$ cat src/rtl/dbg_tap_pkg.sv
package dbg_tap_pkg;

  localparam int IR_W = 4;

  typedef enum logic [3:0] {
    TS_RESET, TS_IDLE,
    TS_SEL_DR, TS_CAP_DR, TS_SHIFT_DR, TS_EX1_DR, TS_PAUSE_DR, TS_EX2_DR, TS_UPD_DR,
    TS_SEL_IR, TS_CAP_IR, TS_SHIFT_IR, TS_EX1_IR, TS_PAUSE_IR, TS_EX2_IR, TS_UPD_IR
  } tap_state_e;

  typedef enum logic [1:0] {DR_BYPASS, DR_CHSEL, DR_ITX, DR_CTRL} dr_sel_e;

  localparam logic [IR_W-1:0] OP_WRITE   = 4'h0;
  localparam logic [IR_W-1:0] OP_CHSEL   = 4'h2;
  localparam logic [IR_W-1:0] OP_RESTART = 4'h4;
  localparam logic [IR_W-1:0] OP_READ    = 4'hC;
  localparam logic [IR_W-1:0] OP_ITXDIR  = 4'hD;
  localparam logic [IR_W-1:0] OP_BYPASS  = 4'hF;

  function automatic tap_state_e tap_next(input tap_state_e s, input logic m);
    case (s)
      TS_RESET:    tap_next = m ? TS_RESET    : TS_IDLE;
      TS_IDLE:     tap_next = m ? TS_SEL_DR   : TS_IDLE;
      TS_SEL_DR:   tap_next = m ? TS_SEL_IR   : TS_CAP_DR;
      TS_CAP_DR:   tap_next = m ? TS_EX1_DR   : TS_SHIFT_DR;
      TS_SHIFT_DR: tap_next = m ? TS_EX1_DR   : TS_SHIFT_DR;
      TS_EX1_DR:   tap_next = m ? TS_UPD_DR   : TS_PAUSE_DR;
      TS_PAUSE_DR: tap_next = m ? TS_EX2_DR   : TS_PAUSE_DR;
      TS_EX2_DR:   tap_next = m ? TS_UPD_DR   : TS_SHIFT_DR;
      TS_UPD_DR:   tap_next = m ? TS_SEL_DR   : TS_IDLE;
      TS_SEL_IR:   tap_next = m ? TS_RESET    : TS_CAP_IR;
      TS_CAP_IR:   tap_next = m ? TS_EX1_IR   : TS_SHIFT_IR;
      TS_SHIFT_IR: tap_next = m ? TS_EX1_IR   : TS_SHIFT_IR;
      TS_EX1_IR:   tap_next = m ? TS_UPD_IR   : TS_PAUSE_IR;
      TS_PAUSE_IR: tap_next = m ? TS_EX2_IR   : TS_PAUSE_IR;
      TS_EX2_IR:   tap_next = m ? TS_UPD_IR   : TS_SHIFT_IR;
      TS_UPD_IR:   tap_next = m ? TS_SEL_DR   : TS_IDLE;
      default:     tap_next = TS_RESET;
    endcase
  endfunction

endpackage

$ cat src/rtl/dbg_tap_ctrl.sv
module dbg_tap_ctrl
  import dbg_tap_pkg::*;
(
  input  logic       clk,
  input  logic       rst,
  input  logic       tms,
  output tap_state_e state,
  output tap_state_e state_nxt
);

  assign state_nxt = tap_next(state, tms);

  always_ff @(posedge clk) begin
    if (rst) state <= TS_RESET;
    else     state <= state_nxt;
  end


  tlr_hold_chk: assert property (@(posedge clk) disable iff (rst)
    (state == TS_RESET && tms) |=> state == TS_RESET);


  sel_ir_exit_chk: assert property (@(posedge clk) disable iff (rst)
    (state == TS_SEL_IR && tms) |=> state == TS_RESET);

endmodule

$ cat src/rtl/dbg_tap_ireg.sv
module dbg_tap_ireg
  import dbg_tap_pkg::*;
(
  input  logic            clk,
  input  logic            rst,
  input  logic            tdi,
  input  tap_state_e      state,
  output logic [IR_W-1:0] ir,
  output logic [IR_W-1:0] ir_nxt,
  output logic            ir_lsb
);

  localparam logic [IR_W-1:0] CAP_PATTERN = {{(IR_W-1){1'b0}}, 1'b1};

  logic [IR_W-1:0] ir_sr;

  always_comb begin
    case (state)
      TS_RESET:  ir_nxt = OP_BYPASS;
      TS_UPD_IR: ir_nxt = ir_sr;
      default:   ir_nxt = ir;
    endcase
  end

  always_ff @(posedge clk) begin
    if (rst) begin
      ir    <= OP_BYPASS;
      ir_sr <= '0;
    end else begin
      ir <= ir_nxt;
      if (state == TS_CAP_IR)        ir_sr <= CAP_PATTERN;
      else if (state == TS_SHIFT_IR) ir_sr <= {tdi, ir_sr[IR_W-1:1]};
    end
  end

  assign ir_lsb = ir_sr[0];


  ir_reset_chk: assert property (@(posedge clk) disable iff (rst)
    state == TS_RESET |=> ir == OP_BYPASS);


  ir_stable_chk: assert property (@(posedge clk) disable iff (rst)
    (state != TS_UPD_IR && state != TS_RESET) |=> $stable(ir));

endmodule

$ cat src/rtl/dbg_tap_dregs.sv
module dbg_tap_dregs
  import dbg_tap_pkg::*;
#(
  parameter int INSTR_W    = 32,
  parameter int CHAIN_W    = 5,
  parameter int CTRL_W     = 32,
  parameter int ITX_CHAIN  = 4,
  parameter int CTRL_CHAIN = 1,
  parameter int HALT_BIT   = 14,
  parameter int ABORT_BIT  = 19
) (
  input  logic               clk,
  input  logic               rst,
  input  logic               tdi,
  input  tap_state_e         state,
  input  logic [IR_W-1:0]    ir,
  input  logic               core_halted,
  input  logic               instr_done,
  input  logic               core_abort,
  output logic               instr_valid,
  output logic [INSTR_W-1:0] instr_word,
  output logic               halt_en,
  output logic               dr_lsb
);

  localparam int ITX_W = INSTR_W + 1;
  localparam logic [CHAIN_W-1:0] ITX_ID  = CHAIN_W'(ITX_CHAIN);
  localparam logic [CHAIN_W-1:0] CTRL_ID = CHAIN_W'(CTRL_CHAIN);

  logic [CHAIN_W-1:0] chain_sel;
  logic [CHAIN_W-1:0] chsel_sr;
  logic [ITX_W-1:0]   itx_sr;
  logic [CTRL_W-1:0]  ctrl_sr;
  logic [CTRL_W-1:0]  ctrl_val;
  logic               byp_sr;
  logic               cmpl;
  logic               abort_q;
  dr_sel_e            dsel;
  logic               chain_op;
  logic               issue_ok;
  logic               is_cap, is_shift, is_upd, issue;

  assign chain_op = (ir == OP_WRITE) || (ir == OP_READ);
  assign issue_ok = (ir == OP_ITXDIR) || (ir == OP_WRITE && chain_sel == ITX_ID);

  always_comb begin
    if (ir == OP_CHSEL)                          dsel = DR_CHSEL;
    else if (ir == OP_ITXDIR)                    dsel = DR_ITX;
    else if (chain_op && chain_sel == ITX_ID)    dsel = DR_ITX;
    else if (chain_op && chain_sel == CTRL_ID)   dsel = DR_CTRL;
    else                                         dsel = DR_BYPASS;
  end

  assign is_cap   = (state == TS_CAP_DR);
  assign is_shift = (state == TS_SHIFT_DR);
  assign is_upd   = (state == TS_UPD_DR);
  assign issue    = is_upd && (dsel == DR_ITX) && issue_ok && core_halted;

  // status/control image: only three bits carry state, the rest read zero
  for (genvar b = 0; b < CTRL_W; b++) begin : g_ctrl
    if (b == 0) begin : g_halted
      assign ctrl_val[b] = core_halted;
    end else if (b == HALT_BIT) begin : g_halt
      assign ctrl_val[b] = halt_en;
    end else if (b == ABORT_BIT) begin : g_abort
      assign ctrl_val[b] = abort_q;
    end else begin : g_zero
      assign ctrl_val[b] = 1'b0;
    end
  end

  always_ff @(posedge clk) begin
    if (rst) begin
      chain_sel   <= '0;
      chsel_sr    <= '0;
      itx_sr      <= '0;
      ctrl_sr     <= '0;
      byp_sr      <= 1'b0;
      cmpl        <= 1'b1;
      abort_q     <= 1'b0;
      halt_en     <= 1'b0;
      instr_valid <= 1'b0;
      instr_word  <= '0;
    end else begin
      instr_valid <= issue;
      if (issue)           instr_word <= itx_sr[ITX_W-1:1];
      if (issue)           cmpl <= 1'b0;
      else if (instr_done) cmpl <= 1'b1;
      if (core_abort)      abort_q <= 1'b1;

      case (dsel)
        DR_CHSEL: begin
          if (is_cap)        chsel_sr  <= chain_sel;
          else if (is_shift) chsel_sr  <= {tdi, chsel_sr[CHAIN_W-1:1]};
          else if (is_upd)   chain_sel <= chsel_sr;
        end
        DR_ITX: begin
          if (is_cap)        itx_sr <= {instr_word, cmpl};
          else if (is_shift) itx_sr <= {tdi, itx_sr[ITX_W-1:1]};
        end
        DR_CTRL: begin
          if (is_cap)        ctrl_sr <= ctrl_val;
          else if (is_shift) ctrl_sr <= {tdi, ctrl_sr[CTRL_W-1:1]};
          else if (is_upd && ir == OP_WRITE) halt_en <= ctrl_sr[HALT_BIT];
        end
        default: begin
          if (is_cap)        byp_sr <= 1'b0;
          else if (is_shift) byp_sr <= tdi;
        end
      endcase
    end
  end

  always_comb begin
    case (dsel)
      DR_CHSEL: dr_lsb = chsel_sr[0];
      DR_ITX:   dr_lsb = itx_sr[0];
      DR_CTRL:  dr_lsb = ctrl_sr[0];
      default:  dr_lsb = byp_sr;
    endcase
  end


  issue_gate_chk: assert property (@(posedge clk) disable iff (rst)
    instr_valid |-> ($past(core_halted) && $past(state) == TS_UPD_DR));


  issue_pulse_chk: assert property (@(posedge clk) disable iff (rst)
    instr_valid |=> !instr_valid);


  flag_clear_chk: assert property (@(posedge clk) disable iff (rst)
    instr_valid |-> !cmpl);


  halt_write_chk: assert property (@(posedge clk) disable iff (rst)
    (!$stable(halt_en) && !$past(rst)) |->
      ($past(state) == TS_UPD_DR && $past(ir) == OP_WRITE));


  abort_sticky_chk: assert property (@(posedge clk) disable iff (rst)
    abort_q |=> abort_q);

endmodule

$ cat src/rtl/dbg_tap.sv
module dbg_tap
  import dbg_tap_pkg::*;
#(
  parameter int INSTR_W    = 32,
  parameter int CHAIN_W    = 5,
  parameter int CTRL_W     = 32,
  parameter int ITX_CHAIN  = 4,
  parameter int CTRL_CHAIN = 1,
  parameter int HALT_BIT   = 14,
  parameter int ABORT_BIT  = 19
) (
  input  logic               tck,
  input  logic               rst,
  input  logic               tms,
  input  logic               tdi,
  output logic               tdo,
  input  logic               core_halted,
  input  logic               instr_done,
  input  logic               core_abort,
  output logic               instr_valid,
  output logic [INSTR_W-1:0] instr_word,
  output logic               restart_req,
  output logic               halt_en
);

  tap_state_e      state, state_nxt;
  logic [IR_W-1:0] ir, ir_nxt;
  logic            ir_lsb, dr_lsb;

  dbg_tap_ctrl u_ctrl (
    .clk(tck), .rst(rst), .tms(tms), .state(state), .state_nxt(state_nxt)
  );

  dbg_tap_ireg u_ireg (
    .clk(tck), .rst(rst), .tdi(tdi), .state(state),
    .ir(ir), .ir_nxt(ir_nxt), .ir_lsb(ir_lsb)
  );

  dbg_tap_dregs #(
    .INSTR_W(INSTR_W), .CHAIN_W(CHAIN_W), .CTRL_W(CTRL_W),
    .ITX_CHAIN(ITX_CHAIN), .CTRL_CHAIN(CTRL_CHAIN),
    .HALT_BIT(HALT_BIT), .ABORT_BIT(ABORT_BIT)
  ) u_dregs (
    .clk(tck), .rst(rst), .tdi(tdi), .state(state), .ir(ir),
    .core_halted(core_halted), .instr_done(instr_done), .core_abort(core_abort),
    .instr_valid(instr_valid), .instr_word(instr_word),
    .halt_en(halt_en), .dr_lsb(dr_lsb)
  );

  always_ff @(posedge tck) begin
    if (rst) restart_req <= 1'b0;
    else     restart_req <= (state_nxt == TS_IDLE) && (state != TS_IDLE) &&
                            (ir_nxt == OP_RESTART);
  end

  always_comb begin
    if (state == TS_SHIFT_IR)      tdo = ir_lsb;
    else if (state == TS_SHIFT_DR) tdo = dr_lsb;
    else                           tdo = 1'b0;
  end


  restart_pulse_chk: assert property (@(posedge tck) disable iff (rst)
    restart_req |=> !restart_req);


  restart_idle_chk: assert property (@(posedge tck) disable iff (rst)
    restart_req |-> (state == TS_IDLE && ir == OP_RESTART));

endmodule

$ cat config.mk
export PLATFORM = sky130hd
export DESIGN_NAME = dbg_tap
export DESIGN_NICKNAME = d
export VERILOG_FILES = /design/src/rtl/dbg_tap_pkg.sv /design/src/rtl/dbg_tap_ctrl.sv /design/src/rtl/dbg_tap_ireg.sv /design/src/rtl/dbg_tap_dregs.sv /design/src/rtl/dbg_tap.sv
export SDC_FILE = /design/constraint.sdc
export NUM_CORES = 1
export LEC_CHECK = 0
export CAP_MARGIN = 5
export CORE_UTILIZATION = 37
export CTS_BUF_LIST = sky130_fd_sc_hd__clkbuf_4
export CTS_CLUSTER_DIAMETER = 30
export CTS_CLUSTER_SIZE = 28
export DETAILED_ROUTE_END_ITERATION = 10
export SYNTH_ARGS = -nofsm -noshare
export SYNTH_HDL_FRONTEND = slang
export SYNTH_SLANG_ARGS = --single-unit
$ cat constraint.sdc
create_clock -name tck -period 3.55 [get_ports tck]
set_input_delay 0.8875 -clock tck [delete_from_list [all_inputs] [get_ports tck]]
set_output_delay 0.8875 -clock tck [all_outputs]
set_load 0.005 [all_outputs]
# --- Word-level counts from Yosys, hierarchy flattened ---
# Index checks and enable logic that the tools add are counted.
totals:
  out_inout_bits: 36
  rom_bits: 0
  reg_bits: 125
  mem_bits_rw: 0
  word_cells: 104
  inputBits: 7
  mem_count: 0
  latch_bits: 0
op_classes:
  mux: 33
  bitwise_logic: 3
  n_lt_le_gt_ge: 0
  n_reduce_logical: 27
  eq_ne: 26
  mul: 0
  n_div: 0
  addsub: 0
  shifts: 0
ops:
  columns: ["op", "n"]
  rows:
  - ["33-bit two-way mux", 2]
  - ["32-bit two-way mux", 2]
  - ["4-bit case mux with 12 select lines", 1]
  - ["4-bit equality test (second input constant)", 10]
  - ["4-bit by 3-bit equality test with 1-bit output (second input constant)", 5]
  - ["4-bit two-way mux", 4]
  - ["2-bit two-way mux", 7]
  - ["4-bit by 2-bit equality test with 1-bit output (second input constant)", 3]
  - ["1-bit two-way mux", 11]
  - ["5-bit two-way mux", 2]
  - ["1-bit logical AND", 9]
  - ["4-bit by 1-bit equality test with 1-bit output (second input constant)", 2]
  - ["4-bit logical NOT", 2]
  - ["4-bit case mux with 2 select lines", 1]
  - ["2-bit AND reduction", 4]
  - ["4-bit AND reduction", 2]
  - ["3-bit two-way mux", 2]
  - ["2-bit nonzero test", 3]
  - ["2-bit OR reduction", 3]
  - ["3-bit OR reduction", 2]
  - ["5-bit by 1-bit equality test with 1-bit output (second input constant)", 1]
  - ["5-bit by 3-bit equality test with 1-bit output (second input constant)", 1]
  - ["2-bit equality test (second input constant)", 2]
  - ["4-bit by 1-bit inequality test with 1-bit output (second input constant)", 1]
  - ["4 further kinds", 7]

# --- Logic depth before layout (Yosys ltp) ---
depth:
  depth_word: 12
  depth_mapped: 8
  depth_no_buf: 5

# --- Cells and area by module ---
# Synthesis repeated with hierarchy kept, for this count alone.
unflattened:
  cells_unflattened: 705
  area_unflattened_um2: 5854.4
modules_own_cells:
  columns: ["module", "cells_per_inst", "instances", "seq_area_each_um2", "area_each_um2"]
  rows:
  - ["dbg_tap_dregs", 611, 1, 2242.2, 5066.1]
  - ["dbg_tap_ireg", 43, 1, 160.2, 387.9]
  - ["dbg_tap_ctrl", 42, 1, 80.1, 326.6]
  - ["dbg_tap", 9, 1, 20.0, 73.8]

# --- Worst setup path before layout ---
# OpenSTA, ideal clock, no wires.
synth_path:
  path_type: "reg2out"
  from: "reg u_dregs.chain_sel[0]"
  to: "out tdo"
  path_stages_with_launch: 6
  t_required_ns: 2.663
  n_path_buf: 0
  slack_ns: 1.194
  arrival_ns: 1.468
  cell_sequence: "dfxtp_1 > or3b_1 > nor4_1 > nand2_1 > and3_1 > a32oi_1"
synth_via:
  elab_chain_len: 10
  word_cells_on_any_way: 14
  classes_between: "5 x eq/ne; 7 x mux; 2 x reduce/logical"
synth_rtl:
  columns: ["item", "line_no", "source"]
  rows:
  - ["start, declared", "dbg_tap_dregs.sv:30", "logic [CHAIN_W-1:0] chain_sel;"]
  - ["start signal, assigned", "dbg_tap_dregs.sv:95", "else if (is_upd) chain_sel <= chsel_sr;"]
  - ["5-bit by 1-bit equality test with 1-bit output", "dbg_tap_dregs.sv:50", "else if (chain_op && chain_sel == CTRL_ID) dsel = DR_CTRL;"]
  - ["1-bit logical AND", "dbg_tap_dregs.sv:50", null]
  - ["2-bit two-way mux", "dbg_tap_dregs.sv:50", null]
  - ["2-bit two-way mux (*)", "dbg_tap_dregs.sv:49", "else if (chain_op && chain_sel == ITX_ID) dsel = DR_ITX;"]
  - ["2-bit two-way mux (*)", "dbg_tap_dregs.sv:48", "else if (ir == OP_ITXDIR) dsel = DR_ITX;"]
  - ["2-bit two-way mux (*)", "dbg_tap_dregs.sv:47", "if (ir == OP_CHSEL) dsel = DR_CHSEL;"]
  - ["2-bit equality test or 2-bit by 1-bit equality test with 1-bit output (tied branches)", "dbg_tap_dregs.sv:115", "case (dsel)"]
  - ["1-bit case mux with 3 select lines (*)", "dbg_tap_dregs.sv:115", null]
  - ["1-bit two-way mux (*)", "dbg_tap.sv:58", "else if (state == TS_SHIFT_DR) tdo = dr_lsb;"]
  - ["1-bit two-way mux (*)", "dbg_tap.sv:57", "if (state == TS_SHIFT_IR) tdo = ir_lsb;"]
  - ["end, declared", "dbg_tap.sv:16", "output logic tdo,"]
# Every way passes the cells marked *; elsewhere a longest branch is shown, timed or not.

# --- Worst setup path after layout ---
layout_path:
  from: "reg u_dregs.chain_sel[2]"
  to: "out tdo"
# The elaborated chain is that of the path after synthesis.

==> impl_metrics.csv <==
group,metric,value,unit
worst_setup_path,crit_cells,6,
placed_design,gp_congestion,0.803,
routing,wl_met3,417,µm
timing,holdWs,458,ps
global_route,antenna_found_initial,0,
die,fp.dieH,121,µm
clocking,cts_tree,"done",
timing,finClkSkew,13.0,ps
synth,synth_area_per_cell,8.32,µm²
synth,yosysWarnings,0,
synth,synth.distinct_cells,43,
clocking,cts_buffer_depth,2,
routing,wirelength,11.3,mm
cells_and_area,syn2layout_area_growth,14.5,%
timing,drv_slew,0,
timing,tns,0,ps
timing,min_period,3050,ps
die,ioPinCount,43,
routing,viasPerCell,5.25,
worst_setup_path,crit_slowest_cell,"or3b_4",
clocking,holdBufCountCts,0,
timing,max_freq,0.328,GHz
pwr,powerDensity,409,nW/µm²
cells_and_area,drive_gt1_frac,0.0793,
routing,ant_nets,0,
clocking,cts_made_buffers,17,
worst_setup_path,crit_buf_inv,1,
placed_design,placed_area,5700,µm²
synth,syn_area,5230,µm²
timing,worst_slack,501,ps
synth,synthesis.nets,635,
cells_and_area,seqCellArea,2500,µm²
timing,hold_viol_final,0,
clocking,clock-sinks,125,
min_path,whs_path_depth,2,
worst_setup_path,startpoint_type,"flip-flop",
synth,synthFlopType,"dfxtp_1",
timing,post-route-period-util,0.859,
routing,met2_wirelength,5.24,mm
global_route,grt_pass1_wl,18.8,mm
routing,topRoutingLayerUsed,"met4",
cells_and_area,multi_input_area,2490,µm²
clocking,post_cts_buffers,0,
routing,dr.pass1.iters,7,
worst_setup_path,rr_startpoint,"u_ctrl.state[2]$_SDFF_PP0_",
synth,syn_inst,628,
worst_setup_path,reg2reg_slack,770,ps
routing,drc,0,
outcome,status,"completed",
global_route,grt_start_max_net_pins,67,
routing,drt-met1-wl,5.51,mm
worst_setup_path,worstPathMaxFanout,5,
global_route,first_global_vias,3940,
routing,num_vias,4392,
min_path,hp-class,"reg -> reg",
die,core,13800,µm²
routing,drt_iter0_drc,419,
worst_setup_path,path_delay_family,"simple AND/OR/NAND/NOR gates",
cells_and_area,n_antenna_cell,0,
worst_setup_path,cp-end-kind,"output port",
worst_setup_path,path_cells,"or3b_4, nor4_4, nand2_1, and3_1, a32oi_1, dlymetal6s2s_1",
pwr,leakagePower,0.00189,µW
worst_setup_path,r2r_end,"u_dregs.itx_sr[26]$_SDFFE_PP0P_",
global_route,grtUsageTotal,0.161,
routing,wl_per_cell,13.5,µm
die,initial_utilization,0.378,
die,die-width,121,µm
synth,synth_seq_cells,125,
timing,setup_viol,0,
placed_design,place_ws,558,ps
cells_and_area,final_area,5980,µm²
run,drv_cap,0,
worst_setup_path,slowest_delay,430,ps
synth,synth_edf_count,0,
min_path,hold_path_end,"u_dregs.ctrl_sr[6]$_SDFFE_PP0P_",
timing,rsz0062_at_grt,"false",
die,fp-row-count,43,
timing,maxSlewHeadroom,0.379,
placed_design,portBuffers,42,
worst_setup_path,reg2reg_depth,7,
die,dieArea,14600,µm²
clocking,clockRootBuffer,"clkbuf_4",
worst_setup_path,cp.arrival,2160,ps
placed_design,place_hpwl,6.73,mm
cells_and_area,fin_nets,651,
min_path,min_from,"u_dregs.ctrl_sr[6]$_SDFFE_PP0P_",
clocking,cts.clk_slew.worst_paths,100,ps
synth,ys_async_sr_fraction,0,
clocking,ctsHtreeMaxLevel,4,
synth,ys_seq_area_frac,0.479,
cells_and_area,fillCellCount,1371,
global_route,grt.overflow.total,0,
clocking,clock_latency,510,ps
timing,tightest_slew,930,ps
pwr,peakVddDrop,207,µV
worst_setup_path,cp.required,2660,ps
worst_setup_path,path_class,"reg -> out",
## worst max path at each step
stage               end  slack [ps]                               from
detailed placement  tdo         560  u_dregs.chain_sel[0]$_SDFFE_PP0P_
global route        tdo         350  u_dregs.chain_sel[0]$_SDFFE_PP0P_
finish              tdo         500  u_dregs.chain_sel[2]$_SDFFE_PP0P_
CTS                 tdo          20  u_dregs.chain_sel[0]$_SDFFE_PP0P_
global placement    tdo         520  u_dregs.chain_sel[0]$_SDFFE_PP0P_
floorplan           tdo        1190  u_dregs.chain_sel[0]$_SDFFE_PP0P_
## flip-flops by register name, indices dropped and copies added, names as in the netlist, 4 cells and up
register / flops
u_dregs.itx_sr: 33
u_ireg.ir: 4
u_dregs.chsel_sr: 5
u_ireg.ir_sr: 4
u_ctrl.state: 4
u_dregs.chain_sel: 5
u_dregs.ctrl_sr: 32
u_dregs.instr_word: 32
## synth_stat cells, types with 2 or more instances
master    instances  area share
nand2_1         124       0.089
nor3_1            4      0.0038
a311oi_1         39       0.065
o32ai_1           2      0.0034
xor2_1            3      0.0050
buf_2             8      0.0077
a21oi_1          46       0.044
clkbuf_1         37       0.027
or3b_1            2      0.0034
and2_1            3      0.0036
o211ai_1          4      0.0057
buf_4             5      0.0072
a211oi_1          3      0.0043
and3_1            4      0.0048
nor2b_1           2      0.0024
nand3_1          38       0.036
nand3b_1          3      0.0043
mux2i_1          39       0.075
or3_1             2      0.0024
nor4_1            3      0.0036
o21ai_0          10      0.0096
or2_2             5      0.0060
inv_1             4      0.0029
dfxtp_1         125        0.48
buf_6             3      0.0065
buf_1             2      0.0014
or4_1             2      0.0029
nand2b_1          3      0.0036
nor2_1           89       0.064
## kinds of logic (layout without fill, tap and decap cells)
family | after synthesis | count (layout) | share of synthesized area
compound gates | 114 | 114 | 0.152
xor+xnor | 3 | 3 | 0.00503
buf+inv | 59 | 87 | 0.0522
flops | 125 | 125 | 0.479
mux | 39 | 39 | 0.0747
simple gates | 288 | 288 | 0.238
## through the flow
step | power, µW | std cells | utilization
final | 2450 | 836 | 0.433
after global routing | 2550 | 836 | 0.433
after CTS | 2480 | 836 | 0.431
after detailed placement | 1560 | 805 | 0.412
after global placement | 1560 | 805 | 0.412
after floorplan | 1530 | 628 | -
## layout make-up
type                       count  area share
timing repair buffer          52      0.0828
clock buffer                  20      0.0251
sequential                   125       0.419
multi-input combinational    444       0.416
inverter                       4     0.00251
tap                          180      0.0376
clock inverter                11      0.0169
## power breakdown
group	switching, µW	leakage, µW	internal, µW
Combinational	75.1	0.000736	30.4
Sequential	15.2	0.00101	1410
Clock	496	0.000142	422
## repair_timing
action	CTS	global route
gates resized for setup	1	6
pin swaps	0	1
setup endpoints to repair	1	1
## per-layer routing
| layer | global-route usage | vias up |
|---|---|---|
| li1 | - | 2207 |
| met1 | 0.204 | 2101 |
| met2 | 0.259 | 74 |
| met3 | 0.0446 | 10 |
| met4 | 0.0579 | 0 |
| met5 | 0 | - |
## cells in the final DEF, fill, tap and decap left out, types with 2 or more instances in the layout
| master | Yosys | layout |
|---|---|---|
| or3_1 | 2 | 2 |
| clkbuf_4 | 0 | 20 |
| a311oi_1 | 39 | 39 |
| clkinv_2 | 0 | 2 |
| o21ai_0 | 10 | 10 |
| a211oi_1 | 3 | 3 |
| dfxtp_1 | 125 | 123 |
| inv_1 | 4 | 4 |
| nand3b_1 | 3 | 3 |
| nand2_1 | 124 | 124 |
| bufinv_16 | 0 | 2 |
| nand3_1 | 38 | 38 |
| nand2b_1 | 3 | 3 |
| mux2i_1 | 39 | 39 |
| and3_1 | 4 | 4 |
| nor3_1 | 4 | 4 |
| o211ai_1 | 4 | 4 |
| nor2_1 | 89 | 89 |
| nor2b_1 | 2 | 2 |
| dfxtp_2 | 0 | 2 |
| or2_2 | 5 | 5 |
| clkdlybuf4s50_1 | 0 | 40 |
| clkinv_1 | 0 | 6 |
| a21oi_1 | 46 | 46 |
| xor2_1 | 3 | 3 |
| buf_4 | 5 | 11 |
| and2_1 | 3 | 3 |
## worst reg2reg max path, stage by stage, from the launching register on
cell      delay [ps]
dfxtp_1          650
buf_4            290
or3b_1           390
a21o_1           210
a211oi_4         200
buf_4            540
nor2_1           140
a311oi_1         270
(Power assumes the default switching activity.)
